File: config.mk
export PLATFORM = sky130hd
export DESIGN_NAME = spd_i2c_target
export DESIGN_NICKNAME = d
export VERILOG_FILES = /design/src/rtl/spd_pkg.sv /design/src/rtl/spd_line_sync.sv /design/src/rtl/spd_bus_events.sv /design/src/rtl/spd_store.sv /design/src/rtl/spd_link_fsm.sv /design/src/rtl/spd_i2c_target.sv
export SDC_FILE = /design/constraint.sdc
export NUM_CORES = 2
export LEC_CHECK = 0
export BUFFER_PORTS_ARGS = -buffer_cell sky130_fd_sc_hd__buf_2
export CAP_MARGIN = 20
export CORE_ASPECT_RATIO = 1.75
export CORE_MARGIN = 1.5
export CORE_UTILIZATION = 42
export DETAILED_ROUTE_END_ITERATION = 8
export PLACE_DENSITY = 0.6
export SYNTH_ARGS = -nofsm -noshare
export SYNTH_HDL_FRONTEND = slang
export SYNTH_SLANG_ARGS = --single-unit
File: constraint.sdc
create_clock -name clk -period 3.72 [get_ports clk]
set_input_delay 0.93 -clock clk [delete_from_list [all_inputs] [get_ports clk]]
set_output_delay 0.93 -clock clk [all_outputs]
set_load 0.03 [all_outputs]
File: src/rtl/spd_pkg.sv
// Shared types and reset contents for the description-memory target.
// Assumes a byte-wide array addressed by a pointer of at most 8 bits.
package spd_pkg;

    // Link-layer phases of one bus transaction
    typedef enum logic [2:0] {
        ST_IDLE,
        ST_ADDR,
        ST_ADDR_ACK,
        ST_WR,
        ST_WR_ACK,
        ST_RD,
        ST_RD_ACK
    } link_st_t;

    // Which of the two addresses the current transaction selected
    typedef enum logic [1:0] {
        TGT_NONE,
        TGT_MEM,
        TGT_CTL
    } target_t;

    // Reset contents: three header bytes, then each location holds its own index
    function automatic logic [7:0] preload_byte(input int idx);
        case (idx)
            0:       return 8'h80;
            1:       return 8'h08;
            2:       return 8'h04;
            default: return 8'(idx);
        endcase
    endfunction

endpackage

File: src/rtl/spd_line_sync.sv
// Multi-stage synchroniser for asynchronous level inputs.
// Assumes inputs are quasi-static with respect to clk (bus lines, straps of protection).
module spd_line_sync #(
    parameter int                 WIDTH   = 1,
    parameter int                 STAGES  = 2,
    parameter logic [WIDTH-1:0]   RST_VAL = '0
) (
    input  logic             clk,
    input  logic             rst_n,
    input  logic [WIDTH-1:0] d,
    output logic [WIDTH-1:0] q
);

    logic [WIDTH-1:0] pipe [STAGES];

    // First stage captures the raw pin
    always_ff @(posedge clk) begin
        if (!rst_n) pipe[0] <= RST_VAL;
        else        pipe[0] <= d;
    end

    // Remaining stages shift the sample along
    for (genvar g = 1; g < STAGES; g++) begin : g_stage
        always_ff @(posedge clk) begin
            if (!rst_n) pipe[g] <= RST_VAL;
            else        pipe[g] <= pipe[g-1];
        end
    end

    assign q = pipe[STAGES-1];

endmodule

File: src/rtl/spd_bus_events.sv
// Turns synchronised SCL/SDA levels into one-cycle event pulses:
// SCL rising, SCL falling, START and STOP.
// Assumes both inputs come from the same synchroniser so they stay aligned.
module spd_bus_events (
    input  logic clk,
    input  logic rst_n,
    input  logic scl_s,
    input  logic sda_s,
    output logic scl_rise,
    output logic scl_fall,
    output logic start_p,
    output logic stop_p
);

    logic scl_d;
    logic sda_d;

    // Hold last cycle's levels; idle bus is high on both lines
    always_ff @(posedge clk) begin
        if (!rst_n) begin
            scl_d <= 1'b1;
            sda_d <= 1'b1;
        end else begin
            scl_d <= scl_s;
            sda_d <= sda_s;
        end
    end

    // Edge and condition decode from current and previous levels
    always_comb begin
        scl_rise = scl_s & ~scl_d;
        scl_fall = ~scl_s & scl_d;
        start_p  = scl_s & scl_d & sda_d & ~sda_s;
        stop_p   = scl_s & scl_d & ~sda_d & sda_s;
    end

endmodule

File: src/rtl/spd_store.sv
// Byte array with its location pointer. Contents come from the package
// preload function at reset. Assumes at most one of load, write, advance per cycle.
module spd_store #(
    parameter int DEPTH = 256,
    parameter int PTR_W = $clog2(DEPTH)
) (
    input  logic             clk,
    input  logic             rst_n,
    input  logic             ptr_load,
    input  logic [PTR_W-1:0] ptr_val,
    input  logic             wr_en,
    input  logic [7:0]       wr_data,
    input  logic             ptr_inc,
    output logic [7:0]       rd_data,
    output logic [PTR_W-1:0] ptr
);

    logic [7:0] mem [DEPTH];

    // Array: preload on reset, otherwise store one byte at the pointer
    always_ff @(posedge clk) begin
        if (!rst_n) begin
            for (int i = 0; i < DEPTH; i++) begin
                mem[i] <= spd_pkg::preload_byte(i);
            end
        end else if (wr_en) begin
            mem[ptr] <= wr_data;
        end
    end

    // Pointer: load from host, advance after each stored or sent byte, wrap naturally
    always_ff @(posedge clk) begin
        if (!rst_n)                ptr <= '0;
        else if (ptr_load)         ptr <= ptr_val;
        else if (wr_en || ptr_inc) ptr <= ptr + 1'b1;
    end

    assign rd_data = mem[ptr];

endmodule

File: src/rtl/spd_link_fsm.sv
// Bit and byte sequencer of the target: address decode, acknowledge policy,
// write-protect gating and serial read-out. Assumes SCL low phases last
// several clk cycles so SDA updates settle before SCL rises.
module spd_link_fsm #(
    parameter logic [6:0] MEM_BASE = 7'h50,
    parameter logic [6:0] CTL_ADDR = 7'h30,
    parameter int         PTR_W    = 8
) (
    input  logic             clk,
    input  logic             rst_n,
    input  logic             scl_rise,
    input  logic             scl_fall,
    input  logic             start_p,
    input  logic             stop_p,
    input  logic             sda_s,
    input  logic             wp_s,
    input  logic [2:0]       strap,
    input  logic [7:0]       rd_data,
    output logic             ptr_load,
    output logic [PTR_W-1:0] ptr_val,
    output logic             wr_en,
    output logic [7:0]       wr_data,
    output logic             ptr_inc,
    output logic             sda_pull
);

    import spd_pkg::*;

    link_st_t   state;
    target_t    tgt;
    logic [3:0] bit_cnt;
    logic [7:0] rx_sh;
    logic [7:0] tx_sh;
    logic       rd_mode;
    logic       first_byte;
    logic       host_ack;

    logic [6:0] mem_addr;
    logic       hit_mem;
    logic       hit_ctl;
    logic       byte_end;
    logic       accept_byte;

    // Address match and byte-boundary decode
    always_comb begin
        mem_addr    = {MEM_BASE[6:3], strap};
        hit_mem     = (rx_sh[7:1] == mem_addr);
        hit_ctl     = (rx_sh[7:1] == CTL_ADDR) && !rx_sh[0];
        byte_end    = scl_fall && (bit_cnt == 4'd8);
        accept_byte = first_byte || !wp_s;
    end

    // Strobes to the array: pointer load, byte store, read advance
    always_comb begin
        ptr_load = (state == ST_WR) && byte_end && first_byte && (tgt == TGT_MEM);
        wr_en    = (state == ST_WR) && byte_end && !first_byte && (tgt == TGT_MEM) && !wp_s;
        ptr_inc  = (state == ST_RD) && byte_end;
        ptr_val  = rx_sh[PTR_W-1:0];
        wr_data  = rx_sh;
    end

    // Transaction sequencer; START and STOP override any phase
    always_ff @(posedge clk) begin
        if (!rst_n) begin
            state      <= ST_IDLE;
            tgt        <= TGT_NONE;
            bit_cnt    <= '0;
            rx_sh      <= '0;
            tx_sh      <= '0;
            rd_mode    <= 1'b0;
            first_byte <= 1'b0;
            host_ack   <= 1'b0;
            sda_pull   <= 1'b0;
        end else if (start_p) begin
            state    <= ST_ADDR;
            tgt      <= TGT_NONE;
            bit_cnt  <= '0;
            sda_pull <= 1'b0;
        end else if (stop_p) begin
            state    <= ST_IDLE;
            sda_pull <= 1'b0;
        end else begin
            case (state)
                ST_IDLE: begin
                    sda_pull <= 1'b0;
                end
                ST_ADDR: begin
                    if (scl_rise && bit_cnt != 4'd8) begin
                        rx_sh   <= {rx_sh[6:0], sda_s};
                        bit_cnt <= bit_cnt + 1'b1;
                    end else if (byte_end) begin
                        if (hit_mem) begin
                            tgt      <= TGT_MEM;
                            rd_mode  <= rx_sh[0];
                            sda_pull <= 1'b1;
                            state    <= ST_ADDR_ACK;
                        end else if (hit_ctl) begin
                            tgt      <= TGT_CTL;
                            rd_mode  <= 1'b0;
                            sda_pull <= 1'b1;
                            state    <= ST_ADDR_ACK;
                        end else begin
                            state <= ST_IDLE;
                        end
                    end
                end
                ST_ADDR_ACK: begin
                    if (scl_fall) begin
                        bit_cnt    <= '0;
                        first_byte <= 1'b1;
                        if (rd_mode) begin
                            tx_sh    <= rd_data;
                            sda_pull <= !rd_data[7];
                            state    <= ST_RD;
                        end else begin
                            sda_pull <= 1'b0;
                            state    <= ST_WR;
                        end
                    end
                end
                ST_WR: begin
                    if (scl_rise && bit_cnt != 4'd8) begin
                        rx_sh   <= {rx_sh[6:0], sda_s};
                        bit_cnt <= bit_cnt + 1'b1;
                    end else if (byte_end) begin
                        sda_pull   <= accept_byte;
                        first_byte <= 1'b0;
                        state      <= ST_WR_ACK;
                    end
                end
                ST_WR_ACK: begin
                    if (scl_fall) begin
                        sda_pull <= 1'b0;
                        bit_cnt  <= '0;
                        state    <= ST_WR;
                    end
                end
                ST_RD: begin
                    if (scl_rise && bit_cnt != 4'd8) begin
                        bit_cnt <= bit_cnt + 1'b1;
                    end else if (byte_end) begin
                        sda_pull <= 1'b0;
                        state    <= ST_RD_ACK;
                    end else if (scl_fall && bit_cnt != 4'd0) begin
                        sda_pull <= !tx_sh[6];
                        tx_sh    <= {tx_sh[6:0], 1'b0};
                    end
                end
                ST_RD_ACK: begin
                    if (scl_rise) begin
                        host_ack <= !sda_s;
                    end else if (scl_fall) begin
                        if (host_ack) begin
                            tx_sh    <= rd_data;
                            sda_pull <= !rd_data[7];
                            bit_cnt  <= '0;
                            state    <= ST_RD;
                        end else begin
                            state <= ST_IDLE;
                        end
                    end
                end
                default: begin
                    state    <= ST_IDLE;
                    sda_pull <= 1'b0;
                end
            endcase
        end
    end

endmodule

File: src/rtl/spd_i2c_target.sv
// Top of the strap-addressed description-memory target. Synchronises the
// bus and protect pins, derives bus events, sequences transactions and
// holds the array. Assumes clk runs at least 16x faster than SCL.
module spd_i2c_target #(
    parameter logic [6:0] MEM_BASE    = 7'h50,
    parameter logic [6:0] CTL_ADDR    = 7'h30,
    parameter int         DEPTH       = 256,
    parameter int         SYNC_STAGES = 2
) (
    input  logic       clk,
    input  logic       rst_n,
    input  logic       scl_i,
    input  logic       sda_i,
    input  logic [2:0] strap_i,
    input  logic       wp_i,
    output logic       sda_pull_o
);

    localparam int PTR_W = $clog2(DEPTH);

    logic [1:0]       bus_s;
    logic             scl_s;
    logic             sda_s;
    logic             wp_s;
    logic             scl_rise;
    logic             scl_fall;
    logic             start_p;
    logic             stop_p;
    logic             ptr_load;
    logic [PTR_W-1:0] ptr_val;
    logic             wr_en;
    logic [7:0]       wr_data;
    logic             ptr_inc;
    logic [7:0]       rd_data;
    logic [PTR_W-1:0] ptr;
    logic             sda_pull;

    spd_line_sync #(.WIDTH(2), .STAGES(SYNC_STAGES), .RST_VAL(2'b11)) u_bus_sync (
        .clk   (clk),
        .rst_n (rst_n),
        .d     ({scl_i, sda_i}),
        .q     (bus_s)
    );

    spd_line_sync #(.WIDTH(1), .STAGES(SYNC_STAGES), .RST_VAL(1'b1)) u_wp_sync (
        .clk   (clk),
        .rst_n (rst_n),
        .d     (wp_i),
        .q     (wp_s)
    );

    assign scl_s = bus_s[1];
    assign sda_s = bus_s[0];

    spd_bus_events u_events (
        .clk      (clk),
        .rst_n    (rst_n),
        .scl_s    (scl_s),
        .sda_s    (sda_s),
        .scl_rise (scl_rise),
        .scl_fall (scl_fall),
        .start_p  (start_p),
        .stop_p   (stop_p)
    );

    spd_link_fsm #(.MEM_BASE(MEM_BASE), .CTL_ADDR(CTL_ADDR), .PTR_W(PTR_W)) u_fsm (
        .clk      (clk),
        .rst_n    (rst_n),
        .scl_rise (scl_rise),
        .scl_fall (scl_fall),
        .start_p  (start_p),
        .stop_p   (stop_p),
        .sda_s    (sda_s),
        .wp_s     (wp_s),
        .strap    (strap_i),
        .rd_data  (rd_data),
        .ptr_load (ptr_load),
        .ptr_val  (ptr_val),
        .wr_en    (wr_en),
        .wr_data  (wr_data),
        .ptr_inc  (ptr_inc),
        .sda_pull (sda_pull)
    );

    spd_store #(.DEPTH(DEPTH), .PTR_W(PTR_W)) u_store (
        .clk      (clk),
        .rst_n    (rst_n),
        .ptr_load (ptr_load),
        .ptr_val  (ptr_val),
        .wr_en    (wr_en),
        .wr_data  (wr_data),
        .ptr_inc  (ptr_inc),
        .rd_data  (rd_data),
        .ptr      (ptr)
    );

    assign sda_pull_o = sda_pull;

endmodule

* After elaboration in Yosys (flattened, before gate mapping)
Memories as Yosys holds them, arrays and structs flattened. A register that Yosys moved wholly into a read port is not among the register bits.
Cells that the tools add are included.
** Storage, ports and cells
- Register bits :: 38
- RAM bits :: 2054
- Output and inout bits :: 1
- Logic and storage cells :: 445
- Memories kept :: 3
** Cells by class
- Add/sub/neg operators :: 2
- Equal/unequal tests :: 40
- Muxes and demuxes :: 325
- Bitwise gates (word level) :: 20
- Reduce and logical (&&, ||, !) cells :: 42
** Memories
- u_store.mem :: words 256, width 8, rd ports 1, clocked after Yosys merged registers in 1, wr ports 256, RTL line spd_store.sv:18 : logic [7:0] mem [DEPTH];
- u_bus_sync.pipe :: words 2, width 2, rd ports 2, clocked after Yosys merged registers in 0, wr ports 2, RTL line spd_line_sync.sv:14 : logic [WIDTH-1:0] pipe [STAGES];
- u_wp_sync.pipe :: words 2, width 1, rd ports 2, clocked after Yosys merged registers in 0, wr ports 2, RTL line spd_line_sync.sv:14
** Operators with widths (number)
- $mux 8 :: 259
- $mux 7 :: 8
- $mux 3 :: 13
- $reduce_and 11->1 :: 3
- $mux 1 :: 30
- $ne 4x3->1 const B :: 6
- $pmux 3 s7 :: 1
- $pmux 7 s3 :: 1
- $mux 4 :: 5
- $ne 2x1->1 const B :: 10
- $ne 4x4->1 const B :: 5
- $ne 2x2->1 const B :: 6
- $pmux 4 s3 :: 1
- $reduce_and 12->1 :: 1
- $reduce_and 6->1 :: 2
- $logic_and 1x1->1 :: 11
- $mux 2 :: 5
- $eq 3x3->1 const B :: 3
- $not 1->1 :: 9
- $add 8x1->8 const B :: 1
- $reduce_and 4->1 :: 2
- $reduce_or 8->1 :: 1
- $and 1x1->1 :: 7
- $eq 7x6->1 const B :: 1
- other kinds (22) :: 38

* Longest topological paths before layout
An unclocked memory read counts as a cell.
- Word-level depth :: 13
- Depth in mapped cells :: 14
- Mapped depth without buffers :: 9

* Cells and area by module
From an unflattened synthesis, not the netlist that was laid out.
** Second synthesis, totals
- Cell total of the unflattened synthesis :: 6977
- Area total of the unflattened synthesis :: 97457.2 µm²
** Modules (own cells, without submodules)
- spd_store :: times used 1, cells each 6745, area each 95420.3 µm²
- spd_link_fsm :: times used 1, cells each 212, area each 1794.2 µm²
- spd_line_sync at u_bus_sync :: times used 1, cells each 8, area each 105.1 µm²
- spd_bus_events :: times used 1, cells each 8, area each 85.1 µm²
- spd_line_sync at u_wp_sync :: times used 1, cells each 4, area each 52.6 µm²

* Worst setup path after synthesis
No wires, ideal clock.
- Kind :: input to register
- Start :: in rst_n
- End :: mem u_store.mem[44][0], enable pin
- Arrival :: 2.482 ns
- Slack :: 0.854 ns
- Cell stages on the path :: 6
- Cells stage by stage :: and4_1 -> and2_0 -> nand2_1 -> clkbuf_1 -> clkbuf_1 -> o21ai_0
** RTL lines
- from (decl) :: RTL line spd_i2c_target.sv:11 : input logic rst_n,
- to (decl) :: RTL line spd_store.sv:18

==> impl_metrics.toml <==
[setup_path]
endpoint = "u_fsm.sda_pull"
reg2reg_setup_slack_ns = -0.12
crit_type = "reg2reg"
cp.required_ns = 4.53
r2r.worst_path.cells = 9
critPathMaxFanout = 8
crit_arrival_ns = 4.66
cp-end-kind = "register"
crit_path_start_kind = "register"
r2r_end = "u_fsm.sda_pull"

[synthesis]
synth.avg_cell_area_um2 = 13.71
synthTopCellsByArea = "edfxtp_1, mux4_2, nand2_1"
syn_inst = 6756
synth.top_cell.area_share = 0.6638
syn-num-nets = 6770
ys_seq_area_frac = 0.6751
synth_area_leader_cell = "edfxtp_1"
syn_area_mm2 = 0.09264
synth_edf_count = 2048
synth_cell_types = 75
ys_seq_elements = 2100
synth-main-ff-cell = "edfxtp_1"
async_reset_ff_frac = 0
ys_warn_count = 0

[sta]
slew-limit-headroom = 0.1261
fmax_mhz = 260.1
setup_ws_ns = -0.1249
finalClockSkew_ns = 0.04316
fin_crit_sh = 1.034
fin_crit_ns = 3.845
setup_viol = 2
rsz0062_at_grt = "false"
final.setup.tns_ns = -0.1862
drv_slew = 0
hold_viol = 0
worst_pin_slew_ns = 1.308

[routing]
wl_per_cell_um = 41.64
drt-initial-drc-count = 11202
drc = 0
via_per_inst = 6.552
drtAntennaViolNets = 0
wirelength_um = 430400
via_count = 67730
drt_first_pass_iters = 9

[outcome]
status = "finished, violations left"
violations = "setup timing"

[cts]
path_clk_slew_ns = 0.07
numCtsBuffers = 197
htree_levels = 4
postCtsHoldBufs = 0
cts_sinks = 2100
clk_latency_ns = 0.89
cts.root.buffer_cell = "clkbuf_16"
clock_path_buffers = 4
cts_tree = "yes"

[global_route]
grt-busiest-layer = "met2"
grt_pass1_wl_um = 572800
grt-ovfl-total = 0
grt_use_total = 0.3857
antenna_found_initial = 29
grt_pass1_vias = 65092
use_met1 = 0.4287
gr-usage-met2 = 0.5985
grt_max_degree = 126
grt_util_met3 = 0.09266

[placed_design]
post-dp-hpwl_um = 304600
port_buffers = 8
pre_cts_slack_ns = -0.4277
gp_congestion = 1.049

[hold_path]
holdCritPathClass = "in2reg"

[cells_and_area]
final_cell_mix = "edfxtp_1, nand2_1, nor2_1, buf_4, mux4_2"
final_common_cell = "edfxtp_1"
fin_nets = 7316
fillers = 18791
syn_to_final_growth_pct = 17.11
drive_gt1_frac = 0.2483

[die]
io_pins = 9
die_y_um = 624.3
coreArea_mm2 = 0.2190
rows = 227
initial_utilization = 0.4231
fp.dieW_um = 358.0
die-area_mm2 = 0.2235

[run]
maxCapViolCount = 0

[power]
powerDensity_mw_per_mm2 = 460.8
ir_drop_mv = 0.4135
p_leak_nw = 34.37
-- area by class of cell --
| type | count | area [um^2] | share of cell area |
|---|---|---|---|
| sequential | 2100 | 62570 | 0.5767 |
| multi-input combinational | 4032 | 27750 | 0.2558 |
| timing repair buffer | 950 | 8210 | 0.07568 |
| antenna | 25 | 62.56 | 0.0005766 |
| clock inverter | 114 | 1129 | 0.01040 |
| clock buffer | 234 | 5110 | 0.04710 |
| tap | 2862 | 3581 | 0.03301 |
| inverter | 21 | 80.08 | 0.0007381 |
-- worst max-delay path, stage by stage, from the launching register on --
cell and delay (ns):
dfxtp_4 0.55, buf_4 0.24, buf_4 0.24, mux4_2 0.63, and4_1 0.41, nor4_1 0.42
buf_2 0.28, o2111ai_1 0.24, nor4_2 0.47, a41o_1 0.27
-- flip-flops by register name (all words and copies together) (netlist names), 2 cells and up, named ones only --
name / cells
u_fsm.tx_sh: 7
u_fsm.bit_cnt: 4
u_fsm.ptr_val: 8
u_bus_sync.pipe: 4
u_wp_sync.pipe: 2
u_store.ptr: 8
u_fsm.tgt: 2
u_fsm.state: 3
u_store.mem: 2048
-- per-layer routing --
layer | vias up | wire (um)
met5 | - | 95
met4 | 16 | 52530
met3 | 1734 | 47930
met2 | 5714 | 198700
met1 | 34407 | 131200
li1 | 25859 | -
-- kinds of logic (layout without fill, tap and decap cells) --
family,after synthesis,in the layout,share of synthesized area
mux,657,657,0.1374
xor+xnor,10,10,0.0009455
other cells,0,25,0
buf+inv,624,1319,0.02873
fa+ha+maj,6,6,0.0008103
flops,2100,2100,0.6751
simple gates,2791,2791,0.1201
compound gates,568,568,0.03698
-- synthesized netlist by cell type (all sizes together), types with 8 or more instances --
cell	number
edfxtp	2048
nand2	1278
nor2	1236
mux4	489
clkbuf	465
o21ai	302
mux2i	143
buf	138
a21oi	58
dfxtp	52
nand3	44
nand2b	41
o22ai	39
nor3	38
nor2b	26
a211oi	25
and2	25
mux2	25
nand4	23
a31oi	20
or3	18
a22oi	17
inv	17
or2	17
a2111oi	15
o221ai	14
and3	12
a221oi	9
xnor2	9
nor4	8
o211ai	8
-- where the power goes --
group / total (mW) / switching (mW) / internal (mW)
clock: 20.6 / 9.36 / 11.3
sequential: 27.4 / 0.383 / 27.0
combinational: 1.99 / 1.23 / 0.757
-- metrics by stage --
stage | cell area [um^2] | utilization | total power, mW | hold slack (ns) | std cells
after floorplan | 92640 | - | 28.59 | 0.3863 | 6756
after global placement | 102000 | 0.4657 | 29.72 | 0.3996 | 9951
after detailed placement | 102000 | 0.4659 | 29.79 | 0.4051 | 9955
after CTS | 108300 | 0.4945 | 49.86 | 0.2070 | 10305
after global routing | 108400 | 0.4952 | 50.81 | 0.2397 | 10314
final | 108500 | 0.4954 | 49.99 | 0.2303 | 10338
-- worst min path at each step --
stage,startpoint,cells after the start,endpoint
2_1_floorplan,u_bus_sync.pipe[0][0],1,u_bus_sync.pipe[1][0]
3_3_place_gp,u_bus_sync.pipe[0][0],1,u_bus_sync.pipe[1][0]
3_5_place_dp,u_bus_sync.pipe[0][0],1,u_bus_sync.pipe[1][0]
4_1_cts,scl_i,2,u_bus_sync.pipe[0][1]
5_1_grt,scl_i,2,u_bus_sync.pipe[0][1]
6_report,scl_i,2,u_bus_sync.pipe[0][1]
-- repair_timing --
item,4_1_cts,5_1_grt
endpoints found under the setup margin,4,4
setup buffers,2,0
pin swaps,0,1
gates resized for setup,3,4
Note: power is estimated with default switching activity, not from simulation.
